## src/rtl/spiXferPkg.sv

```systemverilog
package spiXferPkg;

  localparam logic [1:0] ADDR_CFG    = 2'd0;
  localparam logic [1:0] ADDR_CTL    = 2'd1;
  localparam logic [1:0] ADDR_DIV    = 2'd2;
  localparam logic [1:0] ADDR_STATUS = 2'd3;

  localparam int POL_BIT = 6;
  localparam int EN_BIT  = 2;
  localparam int PHA_BIT = 3;

  typedef struct packed {
    logic busy;      // transfer in progress
    logic load;      // start accepted this cycle
    logic midEdge;   // sclk leaves idle level at this edge
    logic endEdge;   // sclk returns to idle level at this edge
    logic shiftOut;  // advance the outgoing bit
    logic sample;    // capture somi
    logic finish;    // last bit period ends
  } xferStrobe_t;

endpackage

```

## src/rtl/spiXferRegs.sv

```systemverilog
module spiXferRegs
  import spiXferPkg::*;
#(
  parameter int DIV_W = 7
) (
  input  logic             clk,
  input  logic             rstN,
  input  logic             regWrEn,
  input  logic [1:0]       regAddr,
  input  logic [7:0]       regWrData,
  output logic [7:0]       regRdData,
  input  logic             busy,
  output logic             cpol,
  output logic             cpha,
  output logic             masterEn,
  output logic [DIV_W-1:0] divSet
);

  logic wrOk;
  assign wrOk = regWrEn && !busy;

  always_ff @(posedge clk or negedge rstN) begin
    if (!rstN) begin
      cpol     <= 1'b0;
      cpha     <= 1'b0;
      masterEn <= 1'b0;
      divSet   <= '0;
    end else if (wrOk) begin
      unique case (regAddr)
        ADDR_CFG: cpol <= regWrData[POL_BIT];
        ADDR_CTL: begin
          masterEn <= regWrData[EN_BIT];
          cpha     <= regWrData[PHA_BIT];
        end
        ADDR_DIV: divSet <= regWrData[DIV_W-1:0];
        default: ;
      endcase
    end
  end

  always_comb begin
    regRdData = '0;
    unique case (regAddr)
      ADDR_CFG: regRdData[POL_BIT] = cpol;
      ADDR_CTL: begin
        regRdData[EN_BIT]  = masterEn;
        regRdData[PHA_BIT] = cpha;
      end
      ADDR_DIV: regRdData[DIV_W-1:0] = divSet;
      default:  regRdData[0] = busy;
    endcase
  end

endmodule

```

## src/rtl/spiXferCtrl.sv

```systemverilog
module spiXferCtrl
  import spiXferPkg::*;
#(
  parameter int WORD_W  = 8,
  parameter int DIV_W   = 7,
  parameter int MIN_DIV = 4
) (
  input  logic             clk,
  input  logic             rstN,
  input  logic             start,
  input  logic             masterEn,
  input  logic             cpha,
  input  logic [DIV_W-1:0] divSet,
  output xferStrobe_t      strobe
);

  localparam int CNT_W = DIV_W + 1;
  localparam int IDX_W = (WORD_W > 1) ? $clog2(WORD_W) : 1;
  localparam logic [CNT_W-1:0] MIN_N    = CNT_W'(MIN_DIV);
  localparam logic [IDX_W-1:0] LAST_IDX = IDX_W'(WORD_W - 1);

  logic             busy;
  logic [CNT_W-1:0] divCnt;
  logic [IDX_W-1:0] bitIdx;
  logic [CNT_W-1:0] brrExt, divN, firstLen, firstLast, divLast;
  logic             load, midEdge, endEdge, lastBit;

  // period and half boundary derived from the divide setting
  always_comb begin
    brrExt    = {1'b0, divSet};
    divN      = (brrExt < (MIN_N - 1'b1)) ? MIN_N : (brrExt + 1'b1);
    firstLen  = (divN + 1'b1) >> 1;
    firstLast = firstLen - 1'b1;
    divLast   = divN - 1'b1;
  end

  assign load    = !busy && start && masterEn;
  assign midEdge = busy && (divCnt == firstLast);
  assign endEdge = busy && (divCnt == divLast);
  assign lastBit = (bitIdx == LAST_IDX);

  always_ff @(posedge clk or negedge rstN) begin
    if (!rstN) begin
      busy   <= 1'b0;
      divCnt <= '0;
      bitIdx <= '0;
    end else if (load) begin
      busy   <= 1'b1;
      divCnt <= '0;
      bitIdx <= '0;
    end else if (busy) begin
      if (endEdge) begin
        divCnt <= '0;
        if (lastBit) busy <= 1'b0;
        else         bitIdx <= bitIdx + 1'b1;
      end else begin
        divCnt <= divCnt + 1'b1;
      end
    end
  end

  always_comb begin
    strobe.busy    = busy;
    strobe.load    = load;
    strobe.midEdge = midEdge;
    strobe.endEdge = endEdge;
    strobe.finish  = endEdge && lastBit;
    if (cpha) begin
      strobe.shiftOut = endEdge && !lastBit;
      strobe.sample   = midEdge;
    end else begin
      strobe.shiftOut = midEdge && (bitIdx != '0);
      strobe.sample   = endEdge;
    end
  end

endmodule

```

## src/rtl/spiXferDatapath.sv

```systemverilog
module spiXferDatapath
  import spiXferPkg::*;
#(
  parameter int WORD_W = 8
) (
  input  logic              clk,
  input  logic              rstN,
  input  xferStrobe_t       strobe,
  input  logic              cpol,
  input  logic [WORD_W-1:0] txData,
  input  logic              somi,
  output logic              sclk,
  output logic              simo,
  output logic [WORD_W-1:0] rxData,
  output logic              done
);

  logic [WORD_W-1:0] txShift, rxShift, rxNext;

  assign rxNext = {rxShift[WORD_W-2:0], somi};
  assign simo   = txShift[WORD_W-1];

  always_ff @(posedge clk or negedge rstN) begin
    if (!rstN) begin
      sclk <= 1'b0;
    end else if (strobe.load || !strobe.busy) begin
      sclk <= cpol;
    end else if (strobe.midEdge) begin
      sclk <= ~cpol;
    end else if (strobe.endEdge) begin
      sclk <= cpol;
    end
  end

  always_ff @(posedge clk or negedge rstN) begin
    if (!rstN) begin
      txShift <= '0;
    end else if (strobe.load) begin
      txShift <= txData;
    end else if (strobe.shiftOut) begin
      txShift <= {txShift[WORD_W-2:0], 1'b0};
    end
  end

  always_ff @(posedge clk or negedge rstN) begin
    if (!rstN) begin
      rxShift <= '0;
      rxData  <= '0;
      done    <= 1'b0;
    end else begin
      if (strobe.sample) rxShift <= rxNext;
      if (strobe.finish) rxData <= strobe.sample ? rxNext : rxShift;
      done <= strobe.finish;
    end
  end

endmodule

```

## src/rtl/spiXferMaster.sv

```systemverilog
module spiXferMaster
  import spiXferPkg::*;
#(
  parameter int WORD_W  = 8,
  parameter int DIV_W   = 7,
  parameter int MIN_DIV = 4
) (
  input  logic              clk,
  input  logic              rstN,
  input  logic              regWrEn,
  input  logic [1:0]        regAddr,
  input  logic [7:0]        regWrData,
  output logic [7:0]        regRdData,
  input  logic              start,
  input  logic [WORD_W-1:0] txData,
  output logic [WORD_W-1:0] rxData,
  output logic              done,
  output logic              sclk,
  output logic              simo,
  input  logic              somi
);

  xferStrobe_t      strobe;
  logic             busy, cpol, cpha, masterEn;
  logic [DIV_W-1:0] divSet;

  assign busy = strobe.busy;

  spiXferRegs #(.DIV_W(DIV_W)) u_regs (
    .clk(clk), .rstN(rstN), .regWrEn(regWrEn), .regAddr(regAddr),
    .regWrData(regWrData), .regRdData(regRdData), .busy(busy),
    .cpol(cpol), .cpha(cpha), .masterEn(masterEn), .divSet(divSet)
  );

  spiXferCtrl #(.WORD_W(WORD_W), .DIV_W(DIV_W), .MIN_DIV(MIN_DIV)) u_ctrl (
    .clk(clk), .rstN(rstN), .start(start), .masterEn(masterEn),
    .cpha(cpha), .divSet(divSet), .strobe(strobe)
  );

  spiXferDatapath #(.WORD_W(WORD_W)) u_dp (
    .clk(clk), .rstN(rstN), .strobe(strobe), .cpol(cpol), .txData(txData),
    .somi(somi), .sclk(sclk), .simo(simo), .rxData(rxData), .done(done)
  );

endmodule

```

## config.mk

```make
export PLATFORM = sky130hd
export DESIGN_NAME = spiXferMaster
export DESIGN_NICKNAME = d
export VERILOG_FILES = /design/src/rtl/spiXferPkg.sv /design/src/rtl/spiXferRegs.sv /design/src/rtl/spiXferCtrl.sv /design/src/rtl/spiXferDatapath.sv /design/src/rtl/spiXferMaster.sv
export SDC_FILE = /design/constraint.sdc
export NUM_CORES = 1
export LEC_CHECK = 0
export BUFFER_PORTS_ARGS = -buffer_cell sky130_fd_sc_hd__buf_2
export CORE_ASPECT_RATIO = 1.25
export CORE_MARGIN = 2
export CORE_UTILIZATION = 35
export DETAILED_ROUTE_END_ITERATION = 12
export PLACE_DENSITY = 0.65
export SLEW_MARGIN = 20
export SYNTH_ARGS = -nofsm -noshare
export SYNTH_HDL_FRONTEND = slang
export SYNTH_SLANG_ARGS = --single-unit
```

## constraint.sdc

```tcl
create_clock -name clk -period 3.3 [get_ports clk]
set_input_delay 0.66 -clock clk [delete_from_list [all_inputs] [get_ports clk]]
set_output_delay 0.66 -clock clk [all_outputs]
set_load 0.1 [all_outputs]
```

==> results.txt, run 1 <==
Outcome: finished, violations left
Violated checks: negative setup slack
Number of library cell types mapped by synthesis: 83
Area Growth Syn to Fin: 33.6%
Maximum clock rate: 0.286 GHz
Largest family of logic cells by synthesized area: simple AND/OR/NAND/NOR gates
Tot GR Track Use: 16.7%
Hold Slack: 0.382 ns
Post-synthesis mux area share: 9.88%
# IOs: 42
Clock Skews: 0.00219 ns
Drt pass-1 iters: 4
Initial antenna violation count: 0
Synth Flop Type: dfrtp_1
RSZ-0062 raised after global routing: true
Area contributors post-synth: dfrtp_1, mux2_4, nand2_1
CP max FO: 8
Slowest CP cell: dfrtp_1
Tcrit/Tclk final: 106%
Hold WC Path Type: in -> async
Mapped cell area: 0.00383 mm2
Synth Area in XOR/XNOR: 6.25%
YS warnings: 0
Crit path required time: 3.47 ns
Drt wl/cell: 16.2 um
Number of fill cells: 983
Relative slew slack: 49.9%
Later-pin clock latency in the skew report: 0.29 ns
Global-route wire length before repair: 16.3 mm
Clk buf depth: 2
Post-synthesis compound-gate area fraction: 20.5%
Simple-Gate Fraction of Synth Area: 22.3%
Final ANT Viol Nets: 0
H-tree levels: 2
Number of synthesized flops with an enable pin: 0
Synthesized netlist cell count: 403
IO Port Bufs: 39
Slew @ Worst Pin: 0.744 ns
Post-synthesis net count: 438
Minimum clock period after layout: 3.50 ns
Async SR Flop Fraction: 100%
Vias in the first global route: 3401
Die footprint: 0.0118 mm2
Inserted Clock Buffers: 5
Most common cell on crit path: o21ai_2
Worst EP arrival: 3.67 ns
Pin count of the biggest net entering global routing: 49
Sequential area share after synthesis: 31.4%
Vias: 3462
Startpoint types: register
Final hold vios: 0
Final Wtd Congestion: 0.804
Residual DRC: 0
Avg Cell Area, Syn: 9.49 um2
Flops & latches, synth: 48
Final Setup Violations: 27
Detailed Route Iter0 Violations: 148
Critical path cell sequence: or3_4, nor3_4, or2_4, inv_2, ha_4, o21ai_2, o21ai_2, a22oi_4, xnor3_2, a2111oi_4, o21ai_4, a21oi_4, a31oi_4, buf_12, mux2_4
CP Capture Type: register
Max Transition Viols Final: 0
Core area: 0.0106 mm2
Worst path buffer plus inverter count: 2
DRT Wirelength: 10.2 mm
Fin worst setup slack: -0.198 ns
CTS Sinks: 48
Share of the synthesized area in the top cell type: 31.4%
Crit-path max cell delay: 0.42 ns
Die Ht: 121 um
CTS tree: built
Max cap viols: 0
Chip Width: 97.5 um
Initial core utilization: 36.0%
Clk slew on worst S/H paths: 0.06 ns
Via-to-Cell Ratio: 5.51
Total gr overflow: 0
Adder-Cell Fraction of Synth Area: 3.92%
Top cell type by total area after synthesis: dfrtp_1
Rows: 42
Net count reported at finish: 531
Layout cells sized above 1: 43.8%
WS Path Type: reg -> reg
HPWL after DPL: 7.09 mm
Root Driver: clkbuf_16
Kind of cell adding the most delay to the critical path: compound AO/OA/AOI/OAI gates
Diodes inserted: 0
[worst register-to-register path, stage by stage, from the launching register on]
cell	delay, ns
dfrtp_1	0.42
or3_4	0.36
nor3_4	0.13
or2_4	0.16
inv_2	0.04
ha_4	0.19
o21ai_2	0.13
o21ai_2	0.08
a22oi_4	0.21
xnor3_2	0.32
a2111oi_4	0.42
o21ai_4	0.12
a21oi_4	0.21
a31oi_4	0.12
buf_12	0.16
mux2_4	0.30
[final timing paths]
check	depth (start not counted)	startpoint	endpoint	slack [ns]
max	15	u_regs.divSet[4]	u_dp.rxShift[3]	-0.20
min	1	rstN	u_dp.rxData[5]	0.38
max reg2reg	15	u_regs.divSet[4]	u_dp.rxShift[3]	-0.20
max in group asynchronous	1	rstN	u_ctrl.divCnt[0]	2.52
min in group clk	1	u_dp.txShift[0]	u_dp.txShift[0]	0.50
min reg2reg	1	u_dp.txShift[0]	u_dp.txShift[0]	0.50
[synth_stat cells (10+ instances only)]
master and number:
clkbuf_1 13, nand3_1 16, xnor2_1 13, mux2_2 10, o21ai_0 10, dfrtp_1 48
inv_1 16, ha_1 12, a31oi_1 10, mux2_4 15, nor2_1 21, nand2_1 44
[routing by layer]
layer	global-route usage (%)	share of wire [%]	vias to the layer above
met3	2.07	2.6	12
met1	19.2	39	1727
li1	-	-	1652
met2	31.9	56	71
met4	5.64	1.9	0
met5	0	0	-
[cells by family after synthesis]
family	count (synthesis)
other	1
AND/OR/NAND/NOR	151
buffers and inverters	44
XOR/XNOR	24
AO/OA/AOI/OAI	94
flip-flops	48
adder cells (fa/ha/maj)	12
multiplexers	29
[layout by cell type, fill, tap and decap left out, drive strengths merged, types with 5 or more instances in the layout]
master / count
a31oi: 11
nand4: 5
nor3: 9
a21oi: 10
nor3b: 7
o211ai: 9
ha: 12
mux2: 25
buf: 112
nor4: 5
nand3: 18
o22ai: 5
xnor2: 15
xor2: 9
nor2: 22
inv: 16
and2: 7
nor2b: 6
o21ai: 14
a22oi: 6
and3: 5
clkbuf: 6
a21o: 6
dfrtp: 48
nand2: 45
[registers in the layout, summed over array words and instances (netlist names)]
register,cells
u_dp.done,1
u_regs.cpol,1
u_dp.rxShift,8
u_regs.divSet,7
u_dp.txShift,8
u_ctrl.busy,1
u_ctrl.divCnt,8
u_dp.sclk,1
u_ctrl.bitIdx,3
u_dp.rxData,8
u_regs.cpha,1
u_regs.masterEn,1
[through the flow]
step                TNS (ns)  setup slack, ns  instances  util, %  cell area [um2]
floorplan              -2.01           -0.122        403        -             3930
global placement       -6.14           -0.265        608     43.4             4600
detailed placement     -8.83           -0.347        608     43.4             4600
CTS                    -2.71           -0.161        621     46.4             4920
global route           -8.93           -0.350        628     48.2             5110
finish                 -4.11           -0.198        628     48.2             5110
[final cells by class]
type                            instances  area, um2  share of cell area [%]
Multi-Input combinational cell        313       2740                    53.7
Clock buffer                            6        129                    2.52
Tap cell                              132        165                    3.23
Clock inverter                          1       5.00                  0.0979
Sequential cell                        48       1200                    23.5
Timing Repair Buffer                  112        810                    15.8
Inverter                               16       60.1                    1.17
[what timing repair did]
action	in CTS	in global routing
cloned	0	3
setup buffers	7	5
hold endpoints to repair	0	0
endpoints found under the setup margin	38	38
hold buffers	0	0
pin swaps	20	20
resized for setup	20	32
Power of run 1 is left out: the tool's default activity adds up to more than one toggle a clock period on the data nets, which glitch-free logic cannot reach.
==> run 2: changes to the inputs <==
--- a/constraint.sdc
+++ b/constraint.sdc
@@ -3,2 +3,2 @@
 set_output_delay 0.66 -clock clk [all_outputs]
-set_load 0.1 [all_outputs]
+set_load 0.02 [all_outputs]
==> run 2 against run 1 <==
The run still ends with negative setup slack left. Routed wire length fell by 1.8%. Hold slack is essentially flat. Core utilization rose by 0.39 points. Clock-buffer cell count unchanged. Maximum frequency grew 0.69%. Clock skew up 0.0033 ns. Register-to-register slack gained 0.02 ns. Highest routed layer unchanged. Cell area is 0.81% higher. Global-route usage increased by 0.66 points. Cell count increased by 1.4%.
==> results.txt, run 2 (synthesized netlist as in run 1, its figures left out) <==
Slew @ Worst Pin: 0.750 ns
CTS Hold Buffers Added: 0
Final non-filler cell total: 637
Vias: 3441
Violated checks: negative setup slack
Peak VDD IR: 0.000681 V
Vias in the first global route: 3562
Inst Count DP: 611
CTS Sinks: 48
CP Capture Type: register
Leakage: 2.40 nW
Hold WC Path Type: in -> async
Design area: 0.00515 mm2
Commonest non-fill, non-tap cell in the layout: buf_4
Die Ht: 121 um
FF/Latch Area: 0.00120 mm2
Inserted Clock Buffers: 5
Drt wl/cell: 15.7 um
Clk slew on worst S/H paths: 0.06 ns
H-tree levels: 2
Initial core utilization: 36.0%
Maximum clock rate: 0.288 GHz
Pin count of the biggest net entering global routing: 49
Layout cells sized above 1: 45.0%
Critical path cell sequence: buf_4, nor4_4, nand2_1, nand2_2, inv_2, ha_4, nand3_2, nor3b_1, a22o_1, o311a_1, o22a_1, nor3_4, a21oi_4, buf_4, a21oi_4, mux2_4
Crit-path max cell delay: 0.38 ns
Residual DRC: 0
HPWL after DPL: 7.01 mm
# IOs: 42
WS Path Type: reg -> reg
Root Driver: clkbuf_16
Clk buf depth: 2
Global-route wire length before repair: 17.0 mm
Max cap viols: 0
Relative slew slack: 49.5%
Diodes inserted: 0
Tcrit/Tclk final: 105%
Drt pass-1 iters: 4
Core area: 0.0106 mm2
R2r startpoint: u_regs.divSet[6]
Rows: 42
Placed inst area: 0.00461 mm2
Final ANT Viol Nets: 0
Via-to-Cell Ratio: 5.40
IO Port Bufs: 39
Power density over the cells: 1240 mW/mm2
Final Wtd Congestion: 0.789
Chip Width: 97.5 um
Area of the multi-input gates: 0.00268 mm2
Total gr overflow: 0
Worst setup startpoint: u_regs.divSet[6]
Startpoint types: register
Max Transition Viols Final: 0
Number of fill cells: 998
Area Growth Syn to Fin: 34.7%
Final hold vios: 0
Detailed Route Iter0 Violations: 106
Slowest CP cell: dfrtp_1
Tot GR Track Use: 17.4%
RSZ-0062 raised after global routing: true
Crit path required time: 3.47 ns
Most frequent cells in the layout: buf_4, dfrtp_1, nand2_1
Die footprint: 0.0118 mm2
Initial antenna violation count: 0
CP max FO: 8
DRT Wirelength: 10.0 mm
Final Setup Violations: 26
Fin worst setup slack: -0.174 ns
Net count reported at finish: 540
CTS tree: built
Outcome: finished, violations left
Worst EP arrival: 3.65 ns
Minimum clock period after layout: 3.47 ns
Hold Slack: 0.383 ns
Clock Skews: 0.00548 ns
Later-pin clock latency in the skew report: 0.29 ns
run 2: stage by stage:
step	setup WS [ns]	power [mW]	utilization, %	setup TNS [ns]
2_1_floorplan	-0.115	3.71	-	-1.85
3_3_place_gp	-0.276	5.03	43.5	-6.46
3_5_place_dp	-0.409	5.15	43.5	-11.03
4_1_cts	-0.136	6.13	47.2	-2.10
5_1_grt	-0.342	6.84	48.6	-8.12
6_report	-0.174	6.38	48.6	-3.18
run 2: final timing paths:
check / slack, ns / endpoint / cells after the start
hold reg to reg: 0.52 / u_dp.txShift[2] / 1
min in group clk: 0.52 / u_dp.txShift[2] / 1
setup reg to reg: -0.17 / u_dp.txShift[1] / 16
max in group asynchronous: 2.48 / u_regs.divSet[0] / 1
setup / recovery: -0.17 / u_dp.txShift[1] / 16
hold / removal: 0.38 / u_dp.rxData[5] / 1
run 2: area by class of cell:
class                           count  area share [%]
Clock buffer                        6            2.69
Clock inverter                      1           0.170
Inverter                           16            1.17
Multi-Input combinational cell    311            51.9
Sequential cell                    48            23.3
Tap cell                          132            3.20
Timing Repair Buffer              123            17.5
run 2: repair_timing:
item / in CTS / in global routing
resized for setup: 28 / 19
endpoints found under the setup margin: 38 / 36
cloned: 1 / 0
setup buffers: 13 / 6
pin swaps: 29 / 7
run 2: power by group:
group / switching [mW] / internal (mW) / leakage, nW
combinational: 2.38 / 2.41 / 1.71
sequential: 0.261 / 0.808 / 0.618
clock: 0.215 / 0.299 / 0.0729
run 2: layer usage:
| metal | track usage [%] | part of all wire (%) | up-vias |
|---|---|---|---|
| li1 | - | - | 1673 |
| met1 | 20.0 | 41 | 1685 |
| met2 | 32.4 | 53 | 62 |
| met3 | 1.90 | 2.3 | 21 |
| met4 | 7.64 | 3.2 | 0 |
| met5 | 0 | 0 | - |
run 2: worst max-delay path, delay by kind of cell, from the launching register on:
kind | cells | cell delay (ns)
buf+inv | 3 | 0.36
flops | 1 | 0.38
fa+ha+maj | 1 | 0.19
mux | 1 | 0.34
simple gates | 6 | 0.90
compound gates | 5 | 1.20
Power figures use the tool's default switching activity.
==> run 3: changes to the inputs <==
Settings changed: CELL_PAD_IN_SITES_DETAIL_PLACEMENT from default to 1, CELL_PAD_IN_SITES_GLOBAL_PLACEMENT from default to 1, PLACE_DENSITY 0.65 to 0.78, SKIP_LAST_GASP from default to 1.
==> run 3 against run 2 <==
The flow still finishes with violations (negative setup slack). Hold slack better by 0.030 ns. Global-route usage is 5.5 points higher. Power is 11% higher. Highest routed layer unchanged. Routed wire length is 47% higher. Clock skew is 0.0078 ns higher. Via count is 8.5% higher. Cell count is 1.7% higher. Sequential power is 5% higher. Non-clock buffer count is 10 higher. Die area stayed put. Core utilization is 2.1 points higher. Clock power is 4.3% higher. Critical path type unchanged.
==> results.txt, run 3 (synthesized netlist as in run 1, its figures left out) <==
Initial antenna violation count: 0
Via-to-Cell Ratio: 5.76
Later-pin clock latency in the skew report: 0.30 ns
Area Growth Syn to Fin: 40.5%
IO Port Bufs: 39
Max Transition Viols Final: 0
Total gr overflow: 0
Internal power: 3.67 mW
Final hold vios: 0
Minimum clock period after layout: 3.66 ns
Diodes inserted: 0
Leakage: 2.49 nW
Most frequent cells in the layout: buf_4, dfrtp_1, nand2_1
Drt pass-1 iters: 4
DRT Wirelength: 14.7 mm
Vias: 3732
Inserted Clock Buffers: 5
Peak VDD IR: 0.000915 V
Clock power share: 7.6%
Die footprint: 0.0118 mm2
# IOs: 42
Layout cells sized above 1: 48.1%
Core area: 0.0106 mm2
Area of the multi-input gates: 0.00276 mm2
Violated checks: negative setup slack
Outcome: finished, violations left
Reg power frac: 15.9%
Power density over the cells: 1320 mW/mm2
HPWL after DPL: 8.59 mm
Worst EP arrival: 3.83 ns
CP Capture Type: register
Pre-CTS setup slack: -0.302 ns
Die Ht: 121 um
Drt wl/cell: 22.7 um
Net count reported at finish: 550
WS Path Type: reg -> reg
Commonest non-fill, non-tap cell in the layout: buf_4
Worst reg2reg endpoint: u_dp.txShift[1]
Comb pwr share: 76.6%
R2R setup slack: -0.36 ns
Initial core utilization: 36.0%
Tot GR Track Use: 22.9%
Clk slew on worst S/H paths: 0.08 ns
Chip Width: 97.5 um
Number of fill cells: 1189
Clock Skews: 0.0133 ns
Vias in the first global route: 4103
Hold Slack: 0.413 ns
FF/Latch Area: 0.00120 mm2
Net Sw Frac: 48.2%
Fin worst setup slack: -0.356 ns
Global-route wire length before repair: 21.6 mm
CP max FO: 8
Clk buf depth: 2
RSZ-0062 raised after global routing: true
CTS tree: built
Startpoint types: register
Root Driver: clkbuf_16
Detailed Route Iter0 Violations: 174
Pin count of the biggest net entering global routing: 33
Tot Pwr: 7.09 mW
R2r startpoint: u_regs.divSet[0]
Final Wtd Congestion: 0.776
Relative slew slack: 47.6%
Residual DRC: 0
Crit path required time: 3.48 ns
Tcrit/Tclk final: 111%
Hold WC Path Type: in -> async
Final ANT Viol Nets: 0
Reg2Reg Depth: 12
Rows: 42
Maximum clock rate: 0.274 GHz
Slew @ Worst Pin: 0.779 ns
Max cap viols: 0
P_sw: 3.42 mW
H-tree levels: 2
CTS Sinks: 48
Final Setup Violations: 38
-- run 3: changes by cell type in the layout (fill, tap and decap cells not counted), sizes merged --
cell	delta
buf	+10
clkbuf	+1
clkinv	-1
clkinvlp	+1
-- run 3: power groups by stage --
stage               Combinational, mW  Sequential [mW]  Clock [mW]
global route                     5.71             1.14       0.563
detailed placement               4.17             1.09           0
CTS                              4.68             1.09       0.538
floorplan                        2.69             1.02           0
global placement                 3.97             1.06           0
finish                           5.43             1.12       0.536
-- run 3: repair_timing --
action	CTS	global route
gates resized for setup	31	45
hold buffers	0	0
setup buffers	16	11
pin swaps	17	20
setup endpoints to repair	35	38
gates cloned	3	0
-- run 3: how the worst max path moves through the flow --
stage | start | end | slack, ns | depth (start not counted)
6_report | u_regs.divSet[0] | u_dp.txShift[1] | -0.36 | 12
5_1_grt | u_regs.divSet[1] | u_dp.txShift[6] | -0.45 | 12
4_1_cts | u_regs.divSet[6] | u_dp.rxShift[5] | -0.15 | 15
3_5_place_dp | u_regs.divSet[4] | u_dp.rxData[2] | -0.30 | 17
3_3_place_gp | u_regs.divSet[4] | u_dp.rxData[6] | -0.20 | 16
2_1_floorplan | u_regs.divSet[5] | u_dp.rxShift[0] | -0.12 | 15
-- run 3: layout make-up --
type                       count  area share (%)
inverter                      16            1.12
tap                          132            3.07
multi-input combinational    311            51.3
clock buffer                   7            2.65
clock inverter                 1           0.140
timing repair buffer         133            19.3
sequential                    48            22.4
-- run 3: per-stage QoR --
stage / utilization [%] / cell area (um2) / TNS [ns] / cells
after floorplan: - / 3920 / -1.85 / 403
after global placement: 43.5 / 4620 / -4.81 / 612
after detailed placement: 43.5 / 4620 / -8.02 / 612
after CTS: 48.3 / 5120 / -2.66 / 639
after global routing: 50.6 / 5370 / -14.10 / 648
final: 50.6 / 5370 / -9.99 / 648
-- run 3: critical path: stages, from the launching register on --
cell and delay, ns:
dfrtp_2 0.42, ha_1 0.30, buf_4 0.18, nand4bb_1 0.26, a311oi_2 0.47, xnor2_2 0.21, or3_1 0.38, nor3_2 0.32
a211oi_4 0.10, a221oi_4 0.33, a21oi_4 0.10, buf_12 0.16, mux2_4 0.29
-- run 3: routing by layer --
metal	global-route usage [%]	vias to the layer above	part of all wire [%]
li1	-	1686	-
met1	24.8	1926	36
met2	44.3	83	58
met3	2.59	37	2.2
met4	10.5	0	3.6
met5	0	-	0
